==> config.mk <==
export PLATFORM = sky130hd
export DESIGN_NAME = syndrome_sec_decoder
export DESIGN_NICKNAME = d
export VERILOG_FILES = /design/src/rtl/sec_dec_pkg.sv /design/src/rtl/sec_dec_ctrl.sv /design/src/rtl/sec_dec_datapath.sv /design/src/rtl/syndrome_sec_decoder.sv
export SDC_FILE = /design/constraint.sdc
export NUM_CORES = 1
export LEC_CHECK = 0
export ABC_CLOCK_PERIOD_IN_PS = 3780
export BUFFER_PORTS_ARGS = -buffer_cell sky130_fd_sc_hd__buf_2
export CORE_MARGIN = 10
export CORE_UTILIZATION = 55
export DETAILED_ROUTE_END_ITERATION = 16
export GPL_TIMING_DRIVEN = 1
export HOLD_SLACK_MARGIN = 0.15
export PLACE_DENSITY = 0.79
export SLEW_MARGIN = 20
export SYNTH_ARGS = -nofsm -noshare
export SYNTH_HDL_FRONTEND = slang
export SYNTH_HIERARCHICAL = 1
export SYNTH_SLANG_ARGS = --single-unit
==> constraint.sdc <==
create_clock -name clk -period 3.78 [get_ports clk]
set_input_delay 0.756 -clock clk [delete_from_list [all_inputs] [get_ports clk]]
set_output_delay 0.756 -clock clk [all_outputs]
set_load 0.05 [all_outputs]
==> src/rtl/sec_dec_pkg.sv <==
package sec_dec_pkg;
  typedef enum logic [1:0] {
    ST_IDLE    = 2'd0,
    ST_CAPTURE = 2'd1,
    ST_CHECK   = 2'd2,
    ST_DONE    = 2'd3
  } decState_t;

  // control-to-datapath strobes
  typedef struct packed {
    logic capture;   // latch incoming word, clear success
    logic evaluate;  // register syndrome
    logic commit;    // register corrected result and verdict
  } decStrobe_t;
endpackage

==> src/rtl/sec_dec_ctrl.sv <==
module sec_dec_ctrl
  import sec_dec_pkg::*;
(
  input  logic       clk,
  input  logic       rst,
  input  logic       start,
  output decStrobe_t strobe,
  output logic       busy,
  output logic       done
);
  decState_t stateQ, stateD;

  always_comb begin
    stateD = stateQ;
    strobe = '0;
    unique case (stateQ)
      ST_IDLE, ST_DONE: begin
        if (start) begin
          strobe.capture = 1'b1;
          stateD = ST_CAPTURE;
        end
      end
      ST_CAPTURE: begin
        strobe.evaluate = 1'b1;
        stateD = ST_CHECK;
      end
      ST_CHECK: begin
        strobe.commit = 1'b1;
        stateD = ST_DONE;
      end
      default: stateD = ST_IDLE;
    endcase
  end

  always_ff @(posedge clk) begin
    if (rst) stateQ <= ST_IDLE;
    else     stateQ <= stateD;
  end

  assign busy = (stateQ == ST_CAPTURE) || (stateQ == ST_CHECK);
  assign done = (stateQ == ST_DONE);
endmodule

==> src/rtl/sec_dec_datapath.sv <==
module sec_dec_datapath
  import sec_dec_pkg::*;
#(
  parameter int CW_LEN   = 6,
  parameter int DATA_LEN = 3,
  parameter int CHK_ROWS = 3,
  parameter logic [CHK_ROWS-1:0][CW_LEN-1:0] H_MATRIX = '0
) (
  input  logic                clk,
  input  logic                rst,
  input  decStrobe_t          strobe,
  input  logic [CW_LEN-1:0]   codeIn,
  output logic [DATA_LEN-1:0] dataOut,
  output logic                success
);
  localparam int TOP_BIT = CW_LEN - 1;

  logic [CW_LEN-1:0]                 cwQ;
  logic [CHK_ROWS-1:0]               synD, synQ;
  logic [CW_LEN-1:0][CHK_ROWS-1:0]   colVec;
  logic [CW_LEN-1:0]                 flipMask;
  logic                              colHit;
  logic [CW_LEN-1:0]                 fixedWord;
  logic                              verdict;
  logic [DATA_LEN-1:0]               resQ;
  logic                              succQ;

  // transpose matrix into per-position columns
  for (genvar gi = 0; gi < CW_LEN; gi++) begin : g_col
    for (genvar gr = 0; gr < CHK_ROWS; gr++) begin : g_row
      assign colVec[gi][gr] = H_MATRIX[gr][gi];
    end
  end

  // one parity tree per matrix row
  for (genvar gr = 0; gr < CHK_ROWS; gr++) begin : g_syn
    assign synD[gr] = ^(cwQ & H_MATRIX[gr]);
  end

  // priority search, lowest index written last so it wins
  always_comb begin
    flipMask = '0;
    colHit   = 1'b0;
    for (int i = CW_LEN - 1; i >= 0; i--) begin
      if (colVec[i] == synQ) begin
        flipMask    = '0;
        flipMask[i] = 1'b1;
        colHit      = 1'b1;
      end
    end
  end

  always_comb begin
    if (synQ == '0) begin
      fixedWord = cwQ;
      verdict   = 1'b1;
    end else begin
      fixedWord = cwQ ^ flipMask;
      verdict   = colHit;
    end
  end

  always_ff @(posedge clk) begin
    if (rst) begin
      cwQ   <= '0;
      synQ  <= '0;
      resQ  <= '0;
      succQ <= 1'b0;
    end else begin
      if (strobe.capture) begin
        cwQ   <= codeIn;
        succQ <= 1'b0;
      end
      if (strobe.evaluate) synQ <= synD;
      if (strobe.commit) begin
        resQ  <= fixedWord[TOP_BIT -: DATA_LEN];
        succQ <= verdict;
      end
    end
  end

  assign dataOut = resQ;
  assign success = succQ;
endmodule

==> src/rtl/syndrome_sec_decoder.sv <==
module syndrome_sec_decoder
  import sec_dec_pkg::*;
#(
  parameter int CW_LEN   = 6,
  parameter int DATA_LEN = 3,
  parameter int CHK_ROWS = 3,
  parameter logic [CHK_ROWS-1:0][CW_LEN-1:0] H_MATRIX =
    {6'b111100, 6'b001101, 6'b100110}
) (
  input  logic                clk,
  input  logic                rst,
  input  logic [CW_LEN-1:0]   codeIn,
  input  logic                start,
  output logic                done,
  output logic                success,
  output logic [DATA_LEN-1:0] dataOut
);
  decStrobe_t ctrlStrobe;
  logic       ctrlBusy;

  sec_dec_ctrl u_ctrl (
    .clk    (clk),
    .rst    (rst),
    .start  (start),
    .strobe (ctrlStrobe),
    .busy   (ctrlBusy),
    .done   (done)
  );

  sec_dec_datapath #(
    .CW_LEN   (CW_LEN),
    .DATA_LEN (DATA_LEN),
    .CHK_ROWS (CHK_ROWS),
    .H_MATRIX (H_MATRIX)
  ) u_dp (
    .clk     (clk),
    .rst     (rst),
    .strobe  (ctrlStrobe),
    .codeIn  (codeIn),
    .dataOut (dataOut),
    .success (success)
  );
endmodule

==> flow_metrics.env, run 1 <==
export IMPL_cts_hold_buf=0
export IMPL_place_congestion=0.7059
export IMPL_grt_pass1_wl_um=2118
export IMPL_final_layout_size_suffix_gt1_frac=0.2471
export IMPL_crit_path_end_kind="output port"
export IMPL_wire_per_inst_um=13.05
export IMPL_final_nets=99
export IMPL_start_util=0.6132
export IMPL_slew_violations=0
export IMPL_grt_max_degree=17
export IMPL_dieArea_um2=3151
export IMPL_port_buffers=13
export IMPL_synth_nets=83
export IMPL_cts_sinks=15
export IMPL_peakVddDrop_uv=437.9
export IMPL_drt_first_pass_iters=4
export IMPL_fin_util=0.6934
export IMPL_leakagePower_nw=0.3352
export IMPL_ant_nets=0
export IMPL_tightestPinTransition_ps=291.0
export IMPL_path_cells="ha_1, buf_2"
export IMPL_fin_crit_ps=1865
export IMPL_io_pins=14
export IMPL_synthCells=70
export IMPL_drt_iter0_markers=11
export IMPL_start_kind="flop"
export IMPL_post_cts_resized=0
export IMPL_cp_buffers_inverters=1
export IMPL_critPathKind="reg2out"
export IMPL_wirelength_um=1292
export IMPL_die_width_um=56.14
export IMPL_synth_avg_cell_area_um2=10.26
export IMPL_clockBufferDepth=2
export IMPL_period_share=0.4933
export IMPL_syn_area_um2=718.2
export IMPL_area_sequential_um2=300.3
export IMPL_grt_usage=0.08157
export IMPL_critPathTopFamily="flip-flops"
export IMPL_maxSlewHeadroom=0.8060
export IMPL_hold_class="reg2reg"
export IMPL_drc=0
export IMPL_diodes=0
export IMPL_clkLatencyLatePin_ps=280
export IMPL_holdWs_ps=484.4
export IMPL_total_power_w=0.0005922
export IMPL_area_delta_synth_final_pct=13.07
export IMPL_slowest_delay_ps=410
export IMPL_status="finished clean"
export IMPL_critPathMaxFanout=5
export IMPL_cts_tree="yes"
export IMPL_hold_viol_final=0
export IMPL_placementRows=12
export IMPL_worst_ep_required_time_ps=3020
export IMPL_yosysWarnings=6
export IMPL_vias=507
export IMPL_grt_setup_unrepaired="no"
export IMPL_viasPerCell=5.121
export IMPL_cts_setup_buffers=0
export IMPL_antenna_found_initial=0
export IMPL_power_density_nw_per_um2=729.3
export IMPL_die_h_um=56.14
export IMPL_clock_root_buffer="clkbuf_4"
export IMPL_grt_overflow=0
export IMPL_cts_buffers=3
export IMPL_timing_fmax_ghz=0.5363
export IMPL_finClkSkew_ps=1.516
export IMPL_h_tree_depth=1
export IMPL_finalSetupTns_ps=0
export IMPL_core_area_um2=1171
export IMPL_max_cap_viol_count=0
export IMPL_critical_path_slowest_cell="dfxtp_1"
export IMPL_setup_viol=0
export IMPL_grt_pass1_vias=493
export IMPL_dp_hpwl_um=995.6
export IMPL_fillCellCount=102
export IMPL_clk_pin_slew_worst_paths_ps=90
export IMPL_cp_arrival_ps=1110
export IMPL_multi_input_area_um2=395.4
-- layer usage --
layer / up-vias / part of all wire / track usage
met2: 10 / 0.47 / 0.1213
met5: - / 0 / 0
met3: 4 / 0.048 / 0.02733
met4: 0 / 0.019 / 0.05119
met1: 224 / 0.46 / 0.09673
li1: 269 / - / -
-- where the power goes --
part           total (W)  internal (W)  switching (W)
clock network  0.0000906     0.0000410      0.0000497
logic           0.000261      0.000108       0.000152
registers       0.000241      0.000201      0.0000404
-- flip-flops by register name, summed over array words and instances, names as in the netlist --
name,count
u_dp/synQ,3
u_ctrl/stateQ,2
u_dp/dataOut,3
u_dp/success,1
u_dp/cwQ,6
-- worst register-to-register path: cells and delay by family (launching register included) --
kind	cells	cell delay, ps
buf+inv	1	70
compound gates	1	120
flops	1	410
fa+ha+maj	1	340
simple gates	2	660
-- path summary, 6_finish.rpt --
check                                startpoint                            to  slack [ps]  depth (start not counted)
setup / recovery  u_ctrl/stateQ[0]$_SDFFE_PP0P_                          done        1920                          2
hold reg to reg    u_dp/dataOut[2]$_SDFFE_PP0P_  u_dp/dataOut[2]$_SDFFE_PP0P_         480                          2
hold / removal     u_dp/dataOut[2]$_SDFFE_PP0P_  u_dp/dataOut[2]$_SDFFE_PP0P_         480                          2
setup reg to reg  u_ctrl/stateQ[0]$_SDFFE_PP0P_     u_dp/success$_SDFFE_PP0P_        2120                          5
-- layout make-up --
cell class / count / share of cell area
repair buffers: 13 / 0.08012
flip-flops and latches: 15 / 0.3698
clock buffers: 4 / 0.03236
inverters: 2 / 0.009245
well taps: 14 / 0.02157
multi-input cells: 51 / 0.4869
-- layout by cell type, fill, tap and decap left out --
| cell type | instances |
|---|---|
| a211oi_1 | 3 |
| a211oi_2 | 2 |
| a21oi_1 | 2 |
| and2_2 | 1 |
| buf_2 | 13 |
| clkbuf_1 | 1 |
| clkbuf_4 | 3 |
| dfxtp_1 | 15 |
| ha_1 | 4 |
| inv_1 | 2 |
| mux2i_1 | 6 |
| nand2_1 | 1 |
| nand2b_1 | 5 |
| nand3b_1 | 2 |
| nor2_1 | 10 |
| nor3b_1 | 1 |
| nor3b_2 | 1 |
| o21ai_0 | 1 |
| o22ai_1 | 2 |
| or3b_1 | 1 |
| xnor2_1 | 4 |
| xnor2_2 | 1 |
| xor2_1 | 4 |
-- metrics by stage --
step	worst slack [ps]	area, um^2	cells
floorplan	2184	718.2	70
global placement	2092	785.8	95
detailed placement	2066	785.8	95
CTS	1898	812.0	99
global route	1853	812.0	99
finish	1915	812.0	99
Note: power is estimated with default switching activity, not from simulation.
==> inputs of run 2 (changes only) <==
ABC_CLOCK_PERIOD_IN_PS = 1600   (was 3780)
CORE_ASPECT_RATIO = 0.9   (was unset)
CORE_UTILIZATION = 46   (was 55)
PLACE_DENSITY = 0.71   (was 0.79)
clock period = 1.6 ns   (was 3.78 ns; I/O delays follow)
==> run 2 against run 1 <==
Wire length decreased by 7.5%; clock power rose by 140%; cell count up 3.0%; setup slack got worse by 1800 ps; total power is 140% higher; sequential share of layout area shrank 0.89 points; critical path type unchanged; largest cell class unchanged; largest power group unchanged; highest routed layer unchanged.
==> flow_metrics.env, run 2 (synthesized netlist as in run 1, its figures left out) <==
export IMPL_status="finished clean"
export IMPL_cts_sinks=15
export IMPL_die_width_um=61.65
export IMPL_final_cell_mix="dfxtp_1, buf_2, nor2_1"
export IMPL_viasPerCell=4.892
export IMPL_cp_depth=3
export IMPL_cts_hold_buf=0
export IMPL_critPathTopFamily="buffers and inverters"
export IMPL_fillCellCount=143
export IMPL_crit_path_end_kind="output port"
export IMPL_post_cts_resized=0
export IMPL_port_buffers=13
export IMPL_max_cap_viol_count=0
export IMPL_drt_iter0_markers=3
export IMPL_path_cells="buf_4, ha_1, buf_2"
export IMPL_power_density_nw_per_um2=1705
export IMPL_drc=0
export IMPL_vias=499
export IMPL_diodes=0
export IMPL_final_nets=101
export IMPL_clkLatencyLatePin_ps=290
export IMPL_top_register="u_dp/cwQ"
export IMPL_slowest_delay_ps=340
export IMPL_period_share=0.9101
export IMPL_switchingPower_w=0.0005731
export IMPL_final_common_cell="dfxtp_1"
export IMPL_core_area_um2=1464
export IMPL_grt_usage=0.07050
export IMPL_worst_ep_required_time_ps=1280
export IMPL_die_h_um=57.49
export IMPL_slew_violations=0
export IMPL_critical_path_slowest_cell="dfxtp_1"
export IMPL_critPathKind="reg2out"
export IMPL_intPower_w=0.0008458
export IMPL_swShare=0.4039
export IMPL_pwr_share_seq=0.396
export IMPL_setup_viol=0
export IMPL_total_power_w=0.001419
export IMPL_clkPwrFrac=0.155
export IMPL_ant_nets=0
export IMPL_r2r_start="u_ctrl/stateQ[0]$_SDFFE_PP0P_"
export IMPL_finalSetupTns_ps=0
export IMPL_reg2reg_to="u_dp/success$_SDFFE_PP0P_"
export IMPL_clk_pin_slew_worst_paths_ps=100
export IMPL_cts_setup_buffers=0
export IMPL_placementRows=13
export IMPL_grt_max_degree=17
export IMPL_dieArea_um2=3544
export IMPL_combPwrFrac=0.450
export IMPL_final_layout_size_suffix_gt1_frac=0.2759
export IMPL_hold_viol_final=0
export IMPL_fin_crit_ps=1456
export IMPL_dp_hpwl_um=917
export IMPL_startpoint="u_ctrl/stateQ[0]$_SDFFE_PP0P_"
export IMPL_clock_root_buffer="clkbuf_4"
export IMPL_hold_end="u_dp/cwQ[4]$_SDFFE_PP0P_"
export IMPL_holdWs_ps=257.6
export IMPL_area_delta_synth_final_pct=15.85
export IMPL_drt_first_pass_iters=3
export IMPL_grt_setup_unrepaired="no"
export IMPL_grt_pass1_vias=460
export IMPL_grt_pass1_wl_um=1945
export IMPL_finClkSkew_ps=13.72
export IMPL_h_tree_depth=1
export IMPL_largest_reg_flops=6
export IMPL_critPathMaxFanout=4
export IMPL_peakVddDrop_uv=861.8
export IMPL_cp_buffers_inverters=2
export IMPL_wirelength_um=1195
export IMPL_maxSlewHeadroom=0.7984
export IMPL_worstHoldPathCells=3
export IMPL_hold_start="codeIn[4]"
export IMPL_rrSetupSlack_ps=160
export IMPL_start_util=0.4906
export IMPL_clockBufferDepth=2
export IMPL_cts_buffers=3
export IMPL_start_kind="flop"
export IMPL_reg2reg_depth=5
export IMPL_hold_class="in2reg"
export IMPL_cts_tree="yes"
export IMPL_wire_per_inst_um=11.72
export IMPL_timing_fmax_ghz=0.6868
export IMPL_tightestPinTransition_ps=302.4
export IMPL_antenna_found_initial=0
export IMPL_cp_arrival_ps=1140
export IMPL_place_congestion=0.7079
export IMPL_grt_overflow=0
export IMPL_io_pins=14
export IMPL_leakagePower_nw=0.3443
## run 2: cell count changes in the layout (fill, tap and decap cells not counted), sizes merged
cell      previous run  this run
buf                 13        15
clkinvlp             0         1
clkbuf               4         3
## run 2: power groups by stage
| stage | registers [W] | logic, W | clock network, W |
|---|---|---|---|
| 3_5_place_dp | 0.000572 | 0.000641 | 0 |
| 6_report | 0.000561 | 0.000638 | 0.000219 |
| 2_1_floorplan | 0.000667 | 0.000428 | 0 |
| 5_1_grt | 0.000576 | 0.000697 | 0.000245 |
| 3_3_place_gp | 0.000565 | 0.000634 | 0 |
| 4_1_cts | 0.000563 | 0.000644 | 0.000227 |
## run 2: final cells by class
cell class                 count  area (um^2)  area share
tap                           15        18.77     0.02256
clock buffer                   3        22.52     0.02707
multi-input combinational     51        395.4      0.4752
sequential                    15        300.3      0.3609
timing repair buffer          15        80.08     0.09624
inverter                       2        7.507    0.009023
clock inverter                 1        7.507    0.009023
## run 2: worst max path at each step
stage / end / slack [ps]
CTS: done / 140
floorplan: u_dp/success$_SDFFE_PP0P_ / 20
detailed placement: u_dp/success$_SDFFE_PP0P_ / 170
global route: done / 90
global placement: u_dp/success$_SDFFE_PP0P_ / 220
finish: done / 140
## run 2: tightest hold or removal path: cells and delay by family
kind | cells | cell delay, ps
AND/OR/NAND/NOR | 1 | 70
multiplexers | 1 | 50
buffers and inverters | 1 | 70
## run 2: per-stage QoR
step	area, um^2	util	std cells	setup WS (ps)
after CTS	832.0	0.5684	102	135.8
after global placement	802.0	0.5479	98	221.6
final	832.0	0.5684	102	143.9
after detailed placement	802.0	0.5479	98	165.5
after global routing	832.0	0.5684	102	93.03
after floorplan	718.2	-	70	22.55
## run 2: metal layers
layer	track usage	wire (um)	up-vias
met4	0.009554	9	0
met2	0.1083	524	12
met1	0.08375	583	213
li1	-	-	272
met3	0.04204	77	2
met5	0	0	-
